[src/rtl/fb_index_scheduler.sv]
module fb_index_scheduler #(
  parameter  int PIXELS = 307200,
  localparam int WORDS  = PIXELS / 4,
  localparam int AW     = (WORDS > 1) ? $clog2(WORDS) : 1
) (
  input  logic          clk,
  input  logic          rst_n,
  input  logic          src_empty,
  input  logic [3:0]    src_pix,
  input  logic          src_sof,
  output logic          src_pop,
  input  logic          dst_full,
  output logic          dst_push,
  output logic [3:0]    dst_pix,
  output logic          mem_req,
  output logic          mem_we,
  output logic [AW-1:0] mem_addr,
  output logic [15:0]   mem_wdata,
  input  logic          mem_done,
  input  logic          mem_rvalid,
  input  logic [15:0]   mem_rdata
);

  logic [15:0]   pk;
  logic [2:0]    pk_cnt;
  logic [15:0]   ub;
  logic [2:0]    ub_cnt;
  logic [AW-1:0] wr_ptr;
  logic [AW-1:0] rd_ptr;
  logic          busy;

  function automatic logic [AW-1:0] step(input logic [AW-1:0] a);
    return (a == AW'(WORDS - 1)) ? '0 : a + 1'b1;
  endfunction

  wire pk_full  = (pk_cnt == 3'd4);
  wire ub_empty = (ub_cnt == 3'd0);
  wire rd_go    = !busy && ub_empty;
  wire wr_go    = !busy && pk_full && !ub_empty;

  assign src_pop  = !src_empty && !pk_full;
  assign dst_push = !ub_empty && !dst_full;
  assign dst_pix  = ub[3:0];

  always_ff @(posedge clk) begin
    if (!rst_n) begin
      pk     <= '0;
      pk_cnt <= '0;
      wr_ptr <= '0;
    end else if (src_pop) begin
      if (src_sof) begin
        pk     <= {12'd0, src_pix};
        pk_cnt <= 3'd1;
        wr_ptr <= '0;
      end else begin
        pk[{pk_cnt[1:0], 2'b00} +: 4] <= src_pix;
        pk_cnt <= pk_cnt + 3'd1;
      end
    end else if (wr_go) begin
      pk_cnt <= '0;
      wr_ptr <= step(wr_ptr);
    end
  end

  always_ff @(posedge clk) begin
    if (!rst_n) begin
      mem_req   <= 1'b0;
      mem_we    <= 1'b0;
      mem_addr  <= '0;
      mem_wdata <= '0;
      rd_ptr    <= '0;
      busy      <= 1'b0;
    end else begin
      mem_req <= 1'b0;
      if (busy) begin
        if (mem_done) busy <= 1'b0;
      end else if (rd_go) begin
        mem_req  <= 1'b1;
        mem_we   <= 1'b0;
        mem_addr <= rd_ptr;
        rd_ptr   <= step(rd_ptr);
        busy     <= 1'b1;
      end else if (wr_go) begin
        mem_req   <= 1'b1;
        mem_we    <= 1'b1;
        mem_addr  <= wr_ptr;
        mem_wdata <= pk;
        busy      <= 1'b1;
      end
    end
  end

  always_ff @(posedge clk) begin
    if (!rst_n) begin
      ub     <= '0;
      ub_cnt <= '0;
    end else if (busy && !mem_we && mem_rvalid) begin
      ub     <= mem_rdata;
      ub_cnt <= 3'd4;
    end else if (dst_push) begin
      ub     <= {4'd0, ub[15:4]};
      ub_cnt <= ub_cnt - 3'd1;
    end
  end

endmodule

[config.mk]
export PLATFORM = sky130hd
export DESIGN_NAME = fb_index_scheduler
export DESIGN_NICKNAME = d
export VERILOG_FILES = /design/src/rtl/fb_index_scheduler.sv
export SDC_FILE = /design/constraint.sdc
export NUM_CORES = 1
export LEC_CHECK = 0
export BUFFER_PORTS_ARGS = -buffer_cell sky130_fd_sc_hd__buf_2
export CAP_MARGIN = 10
export CORE_MARGIN = 2
export CORE_UTILIZATION = 55
export CTS_BUF_LIST = sky130_fd_sc_hd__clkbuf_4
export DETAILED_ROUTE_END_ITERATION = 10
export PLACE_DENSITY_LB_ADDON = 0.15
export SYNTH_ARGS = -nofsm -noshare
export SYNTH_HDL_FRONTEND = slang
export SYNTH_SLANG_ARGS = --single-unit
[constraint.sdc]
create_clock -name clk -period 3.9 [get_ports clk]
set_input_delay 0.78 -clock clk [delete_from_list [all_inputs] [get_ports clk]]
set_output_delay 0.78 -clock clk [all_outputs]
set_load 0.1 [all_outputs]
Word level (Yosys, flattened, before mapping)
Index checks and enable logic that the tools add are counted.
{ "totals": {"inputBits": 27, "output_inout_bits": 41, "register_bits": 108} }
{ "classes": {"n_eq_ne": 4, "n_mux": 22, "reduce_logical": 23, "n_addsub": 5, "shift": 2, "bitwise": 3} }
{ "ops": {"columns": ["cell", "count"], "rows": [
  ["$mux 17", 7],
  ["$mux 16", 3],
  ["$add 17x1->17 const B", 2],
  ["$eq 17x17->1 const B", 2],
  ["$bwmux 16", 1],
  ["$shift 4x6->16 const A", 1],
  ["$shiftx 4x6->16", 1],
  ["$mux 3", 5],
  ["$logic_and 1x1->1", 7],
  ["$logic_not 1->1", 6],
  ["$mux 1", 6],
  ["$neg 4->6", 1],
  ["$reduce_and 2->1", 3],
  ["$reduce_bool 2->1", 3],
  ["$reduce_or 2->1", 2],
  ["$add 3x1->3 const B", 1],
  ["$eq 3x3->1 const B", 1],
  ["$logic_not 3->1", 1],
  ["$not 1->1", 3],
  ["$reduce_and 3->1", 1],
  ["$sub 3x1->3 const B", 1],
  ["$ne 2x2->1 const B", 1]
]} }

Longest topological paths before layout
Gate-level depths: netlist (run 1).
{ "depth": {"depth_word": 6, "ltp_mapped": 10} }

Worst setup path after synthesis (run 1)
OpenSTA, ideal clock, no wires.
{ "synth_path": {"kind": "register -> output", "startpoint": "reg pk_cnt[0]", "endpoint": "out src_pop", "path_slack_ns": 0.894, "path_buffers": 1, "t_arrival_ns": 2.226, "path_stages_with_launch": 5, "path_cell_list": "dfxtp_1 > inv_1 > ha_1 > a21oi_1 > clkbuf_1"} }
{ "synth_via": {"elab_chain_cells": 3} }
{ "synth_rtl": {"columns": ["element", "line_no", "text"], "rows": [
  ["from (decl)", "25", "logic [2:0] pk_cnt;"],
  ["from (signal assigned)", "57", "pk_cnt <= pk_cnt + 3'd1;"],
  ["$eq 3x3->1", "36", "wire pk_full = (pk_cnt == 3'd4);"],
  ["$logic_not 1->1", "41", "assign src_pop = !src_empty && !pk_full;"],
  ["$logic_and 1x1->1", "41", null],
  ["to (decl)", "11", "output logic src_pop,"]
]} }
No other way between the ends.

Worst setup path in the final report (run 1)
{ "layout_path": {"startpoint": "reg ub_cnt[0]", "endpoint": "out dst_push"} }
{ "layout_via": {"elab_chain_cells": 3} }
{ "layout_rtl": {"columns": ["element", "line_no", "text"], "rows": [
  ["from (decl)", "27", "logic [2:0] ub_cnt;"],
  ["from (signal assigned)", "102", "ub_cnt <= ub_cnt - 3'd1;"],
  ["$logic_not 3->1", "37", "wire ub_empty = (ub_cnt == 3'd0);"],
  ["$logic_not 1->1", "42", "assign dst_push = !ub_empty && !dst_full;"],
  ["$logic_and 1x1->1", "42", null],
  ["to (decl)", "13", "output logic dst_push,"]
]} }
No other way between the ends.

==> results of run 1 <==
==> metal layers <==
layer / up-vias / routed length (µm)
met5: - / 0
met4: 0 / 138
met3: 13 / 496
met2: 121 / 5170
met1: 1993 / 4900
li1: 2127 / -
==> metrics by stage <==
step	cells	util
finish	739	0.613
detailed placement	723	0.599
floorplan	583	-
global placement	723	0.599
global route	739	0.613
CTS	739	0.613
==> cell type report <==
type | instances | area, µm²
inverters | 13 | 48.8
repair buffers | 73 | 380
well taps | 108 | 135
flip-flops and latches | 108 | 2160
fillers | 815 | 3320
multi-input cells | 421 | 2420
clock inverters | 6 | 48.8
clock buffers | 10 | 75.1
==> logic make-up (layout without fill, tap and decap cells) <==
group,after synthesis,in the layout
fa+ha+maj,10,10
flops,108,108
buf+inv,54,102
compound gates,120,120
mux,18,18
simple gates,257,257
xor+xnor,16,16
==> worst paths after layout <==
check | start | to | cells past startpoint
worst max-delay path | ub_cnt[0] | dst_push | 6
worst min register to register | mem_wdata[11] | mem_wdata[11] | 2
worst max register to register | pk_cnt[0] | wr_ptr[9] | 8
worst min-delay path | mem_wdata[11] | mem_wdata[11] | 2
==> sequential cells by signal, summed over array words and instances (netlist names), 3 cells and up <==
register and flops:
mem_wdata 16, wr_ptr 17, mem_addr 17, ub_cnt 3, ub 16, rd_ptr 17
pk_cnt 3, pk 16
==> worst max-delay path: cells and delay by family, from the launching register on <==
family | cells | cell delay, ns
buf+inv | 3 | 0.87
fa+ha+maj | 2 | 0.45
flops | 1 | 0.37
simple gates | 1 | 0.46
==> where the power goes <==
| part | internal (mW) | switching, mW | total [mW] | leakage, nW |
|---|---|---|---|---|
| logic | 0.278 | 0.924 | 1.20 | 1.10 |
| clock network | 0.145 | 0.379 | 0.524 | 0.0709 |
| registers | 1.23 | 0.0794 | 1.31 | 0.877 |
==> cells in the final DEF, fill, tap and decap left out, types with 2 or more instances in the layout <==
cell type | Yosys | final
nand2_1 | 88 | 88
clkinv_4 | 0 | 4
o21ai_0 | 10 | 10
nor3_1 | 24 | 24
xor2_1 | 4 | 4
nor4b_1 | 2 | 2
nand4b_1 | 2 | 2
and3_1 | 8 | 8
a31oi_1 | 8 | 8
a21oi_1 | 48 | 48
a311oi_1 | 12 | 12
dfxtp_1 | 108 | 108
ha_1 | 10 | 10
nand3_1 | 27 | 27
inv_1 | 12 | 11
and4_1 | 2 | 2
a211oi_1 | 18 | 18
xnor2_1 | 12 | 12
o311ai_0 | 3 | 3
mux2i_1 | 18 | 18
nor4bb_1 | 3 | 2
nand4_1 | 7 | 7
a32oi_1 | 4 | 4
buf_4 | 4 | 6
nand2b_1 | 2 | 2
o21ai_1 | 3 | 3
nand3b_1 | 3 | 3
nor2_1 | 79 | 79
clkbuf_4 | 0 | 10
a22oi_1 | 6 | 6
buf_2 | 9 | 67
or3_1 | 3 | 3
==> flow_summary_export.csv, run 1 <==
group,metric,value,unit
cts,clock_latency,0.45,ns
logic_synthesis,synth_xor_area_frac,0.0291,
logic_synthesis,synth_top_cell_area_share,0.449,
drt,wl_per_cell,14.5,µm
critical_path,cpMostUsedCell,"ha_1",
pwr,peakVddDrop,0.600,mV
sta,worst_slack,0.539,ns
placed_design,post-place-ws,1.01,ns
drt,drt_pass1_iterations,4,
drt,via_count,4254,
sta,max_freq,298,MHz
placed_design,io_buffers,67,
placed_design,dp_hpwl,7.42,mm
status,outcome,"completed",
sta,rsz0062_at_grt,"false",
floorplanning,die_w,97.6,µm
logic_synthesis,synth_top_family_by_area,"simple AND/OR/NAND/NOR gates",
logic_synthesis,synth_common_cells,"dfxtp_1 (108), nand2_1 (88), nor2_1 (79)",
global_routing,use_met3,0.0360,
drt,drc,0,
logic_synthesis,synth-compound-area-share,0.163,
logic_synthesis,yosys.cell_count.top_type,"dfxtp_1",
min_path,hp-class,"reg2reg",
critical_path,critPathMaxFanout,18,
cts,cts_buffers,9,
logic_synthesis,synth_ff_type,"dfxtp_1",
pwr,report.power.total,3.03,mW
logic_synthesis,yosysWarningCount,0,
sta,whs,0.461,ns
cts,post_cts_resized,0,
cts,path_clk_slew,0.16,ns
critical_path,max_stage_delay,0.50,ns
floorplanning,core_area,8590,µm²
floorplanning,num_rows,34,
logic_synthesis,synth_cell_types,49,
logic_synthesis,synth-seq-area-share,0.449,
global_routing,grtUsageTotal,0.221,
pwr,power_density,575,nW/µm²
floorplanning,die_y,97.6,µm
drt,drtIter0Drc,150,
drt,antenna_left,0,
logic_synthesis,syn_nets,620,
cells_and_area,area_delta_synth_final,9.37,%
logic_synthesis,synthSimpleGateAreaFrac,0.244,
cts,root_buffer,"clkbuf_4",
drt,viasPerCell,5.76,
global_routing,grt.overflow.total,0,
cells_and_area,n_antenna_cell,0,
cts,cts_sinks,108,
sta,drv_slew,0,
cts,htree_levels,3,
cells_and_area,nNetsFinal,663,
cells_and_area,layout-drive-gt1-share,0.152,
cells_and_area,stdcell_area,5270,µm²
logic_synthesis,muxShareOfSynthArea,0.0374,
run,cap_violations,0,
global_routing,grt_max_degree,49,
sta,period_share,0.862,
sta,tightest_slew,1.01,ns
sta,setup_violations,0,
critical_path,crit_path_cell_trace,"inv_1 -> ha_1 -> ha_1 -> or2_2 -> clkinv_1 -> buf_2",
floorplanning,io_pins,68,
global_routing,grt.met2_usage,0.362,
logic_synthesis,synthTopCellsByArea,"dfxtp_1 (45%), nand2_1 (6.9%), nor2_1 (6.2%)",
critical_path,regToRegSetupSlack,1.33,ns
placed_design,dpl_cell_area,5150,µm²
floorplanning,dieArea,9530,µm²
global_routing,antenna_found_initial,0,
logic_synthesis,yosys.area.top_type,"dfxtp_1",
critical_path,slowest_stage,"buf_2",
logic_synthesis,ys_async_sr_fraction,0,
logic_synthesis,syn-cell-area,4820,µm²
logic_synthesis,synth-seq-cells,108,
pwr,leakagePower,2.05,nW
critical_path,cp.required,3.12,ns
critical_path,crit_type,"reg2out",
floorplanning,initial_core_util,0.561,
cts,post_cts.repair.setup_buffers,0,
critical_path,crit_path_end_kind,"output port",
sta,period_minus_slack,3.36,ns
logic_synthesis,synth_fa_ha_area_frac,0.0260,
logic_synthesis,syn_inst,583,
drt,postRouteWirelength,10.7,mm
logic_synthesis,postSynthAreaPerCell,8.27,µm²
placed_design,place.gp.congestion,0.863,
global_routing,grt.busiest_layer,"met2",
sta,hold_viol,0,
sta,setup_tns,0,ns
critical_path,crit_path_start_kind,"register",
global_routing,grt_util_met1,0.297,
cts,tritoncts,"yes",
sta,max_slew_margin,0.323,
global_routing,grt_pass1_wl,17.8,mm
global_routing,grt_pass1_vias,3846,
cts,clockBufferDepth,2,
cts,cts-hold-fix-buffers,0,
logic_synthesis,synth_edf_count,0,
critical_path,worstPathArrival,2.58,ns
sta,skew,0.0281,ns
No activity file was read; power rests on OpenSTA's default activity.
==> run 2, diff against run 1 <==
==> constraint.sdc (replaced) <==
create_clock -name clk -period 3.9 [get_ports clk]
set_input_delay 0.585 -clock clk [delete_from_list [all_inputs] [get_ports clk]]
set_output_delay 0.585 -clock clk [all_outputs]
set_load 0.1 [all_outputs]
==> run 2 against run 1 <==
Clock power rose by 9.5%. Clock-buffer cell count decreased by 1. Sequential power is essentially flat.
==> flow_summary_export.csv, run 2 (synthesis results as in run 1) <==
group,metric,value,unit
cts,path_clk_slew,0.17,ns
placed_design,io_buffers,67,
cts,clock_latency,0.45,ns
global_routing,grt_pass1_wl,17.6,mm
drt,drc,0,
sta,skew,0.0210,ns
floorplanning,initial_core_util,0.561,
cells_and_area,reg_top3,"mem_addr: 17 flops, rd_ptr: 17 flops, wr_ptr: 17 flops",
critical_path,slowest_stage,"buf_2",
critical_path,worstPathArrival,2.63,ns
sta,whs,0.348,ns
run,cap_violations,0,
floorplanning,io_pins,68,
cells_and_area,n_antenna_cell,0,
cells_and_area,stdcell_area,5280,µm²
critical_path,crit_type,"reg2out",
cts,tritoncts,"yes",
drt,drtIter0Drc,121,
pwr,p_sw_frac,0.447,
critical_path,crit_path_start_kind,"register",
drt,via_count,4195,
critical_path,critPathLaunch,"ub_cnt[0]",
drt,wl_per_cell,14.3,µm
sta,rsz0062_at_grt,"false",
global_routing,grt_pass1_vias,3787,
placed_design,numPlacedInstances,722,
cts,post_cts_resized,0,
status,outcome,"completed",
global_routing,grt.overflow.total,0,
placed_design,post-place-ws,1.18,ns
pwr,leakagePower,2.05,nW
pwr,peakVddDrop,0.581,mV
sta,drv_slew,0,
sta,max_slew_margin,0.307,
pwr,p_int,1.69,mW
sta,tightest_slew,1.04,ns
min_path,hp-class,"in2reg",
pwr,comb_power_share,0.385,
critical_path,reg2reg_to,"rd_ptr[14]",
critical_path,crit_buf_inv,3,
cts,cts-hold-fix-buffers,0,
sta,setup_tns,0,ns
cells_and_area,area_delta_synth_final,9.55,%
cells_and_area,final_util,0.614,
sta,period_share,0.823,
drt,antenna_left,0,
cts,htree_levels,3,
cells_and_area,final_cell_mix,"dfxtp_1 (108), nand2_1 (88), nor2_1 (79)",
sta,max_freq,311,MHz
pwr,report.power.total,3.06,mW
critical_path,critPathTopFamily,"buffers and inverters",
floorplanning,num_rows,34,
sta,period_minus_slack,3.21,ns
pwr,p_sw,1.37,mW
critical_path,crit_path_cell_trace,"inv_1 -> ha_1 -> ha_1 -> or2_2 -> clkinv_1 -> buf_2",
cts,clockBufferDepth,2,
cells_and_area,fill_cells,792,
critical_path,r2r-start,"ub_cnt[0]",
pwr,clockPowerShare,0.187,
floorplanning,dieArea,9530,µm²
sta,setup_violations,0,
min_path,min_to,"ub[12]",
drt,drt_pass1_iterations,5,
critical_path,reg2regPathDepth,7,
min_path,min_from,"mem_rdata[12]",
cts,root_buffer,"clkbuf_4",
critical_path,cpMostUsedCell,"ha_1",
global_routing,grt_max_degree,49,
global_routing,antenna_found_initial,0,
placed_design,place.gp.congestion,0.835,
floorplanning,core_area,8590,µm²
pwr,power_frac_seq,0.427,
critical_path,crit_cells,6,
critical_path,critPathMaxFanout,18,
cts,cts_sinks,108,
placed_design,dpl_cell_area,5140,µm²
critical_path,max_stage_delay,0.50,ns
sta,hold_viol,0,
global_routing,grtUsageTotal,0.222,
critical_path,regToRegSetupSlack,1.21,ns
floorplanning,die_w,97.6,µm
placed_design,dp_hpwl,7.31,mm
cells_and_area,layout_commonest_cell,"dfxtp_1",
cells_and_area,layout-drive-gt1-share,0.149,
critical_path,crit_path_end_kind,"output port",
cts,cts_buffers,9,
floorplanning,die_y,97.6,µm
pwr,power_density,580,nW/µm²
cells_and_area,nNetsFinal,662,
critical_path,cp.required,3.31,ns
drt,postRouteWirelength,10.6,mm
cts,post_cts.repair.setup_buffers,0,
min_path,min_path_cells,3,
sta,worst_slack,0.690,ns
drt,viasPerCell,5.69,
cells_and_area,instances_no_fill,737,
## run 2: layout make-up
type	instances	area [µm²]	share of cell area
Clock buffer	9	67.6	0.0128
Clock inverter	6	72.6	0.0137
Inverter	13	48.8	0.00924
Multi-Input combinational cell	421	2420	0.459
Sequential cell	108	2160	0.409
Tap cell	108	135	0.0256
Timing Repair Buffer	72	373	0.0706
## run 2: worst min-delay path, stage by stage
cell and delay [ns]:
buf_2 0.09, nand2_1 0.04, a21oi_1 0.05
## run 2: worst max-delay path by stage
stage,to
after floorplan,src_pop
after global placement,dst_push
after detailed placement,dst_push
after CTS,dst_push
after global routing,dst_push
final,dst_push
## run 2: per-layer routing
layer  vias to the layer above  global-route usage  part of all wire
met5                         -                   0                 0
met4                         0              0.0694             0.014
met3                        12              0.0432             0.043
met2                       105               0.369              0.48
met1                      1950               0.292              0.46
li1                       2128                   -                 -
## run 2: power groups by stage
stage               clock, mW  combinational, mW  sequential [mW]
floorplan                   0              0.659             1.66
global placement            0               1.16             1.33
detailed placement          0               1.18             1.33
CTS                     0.587               1.19             1.31
global route            0.635               1.27             1.32
finish                  0.574               1.18             1.31
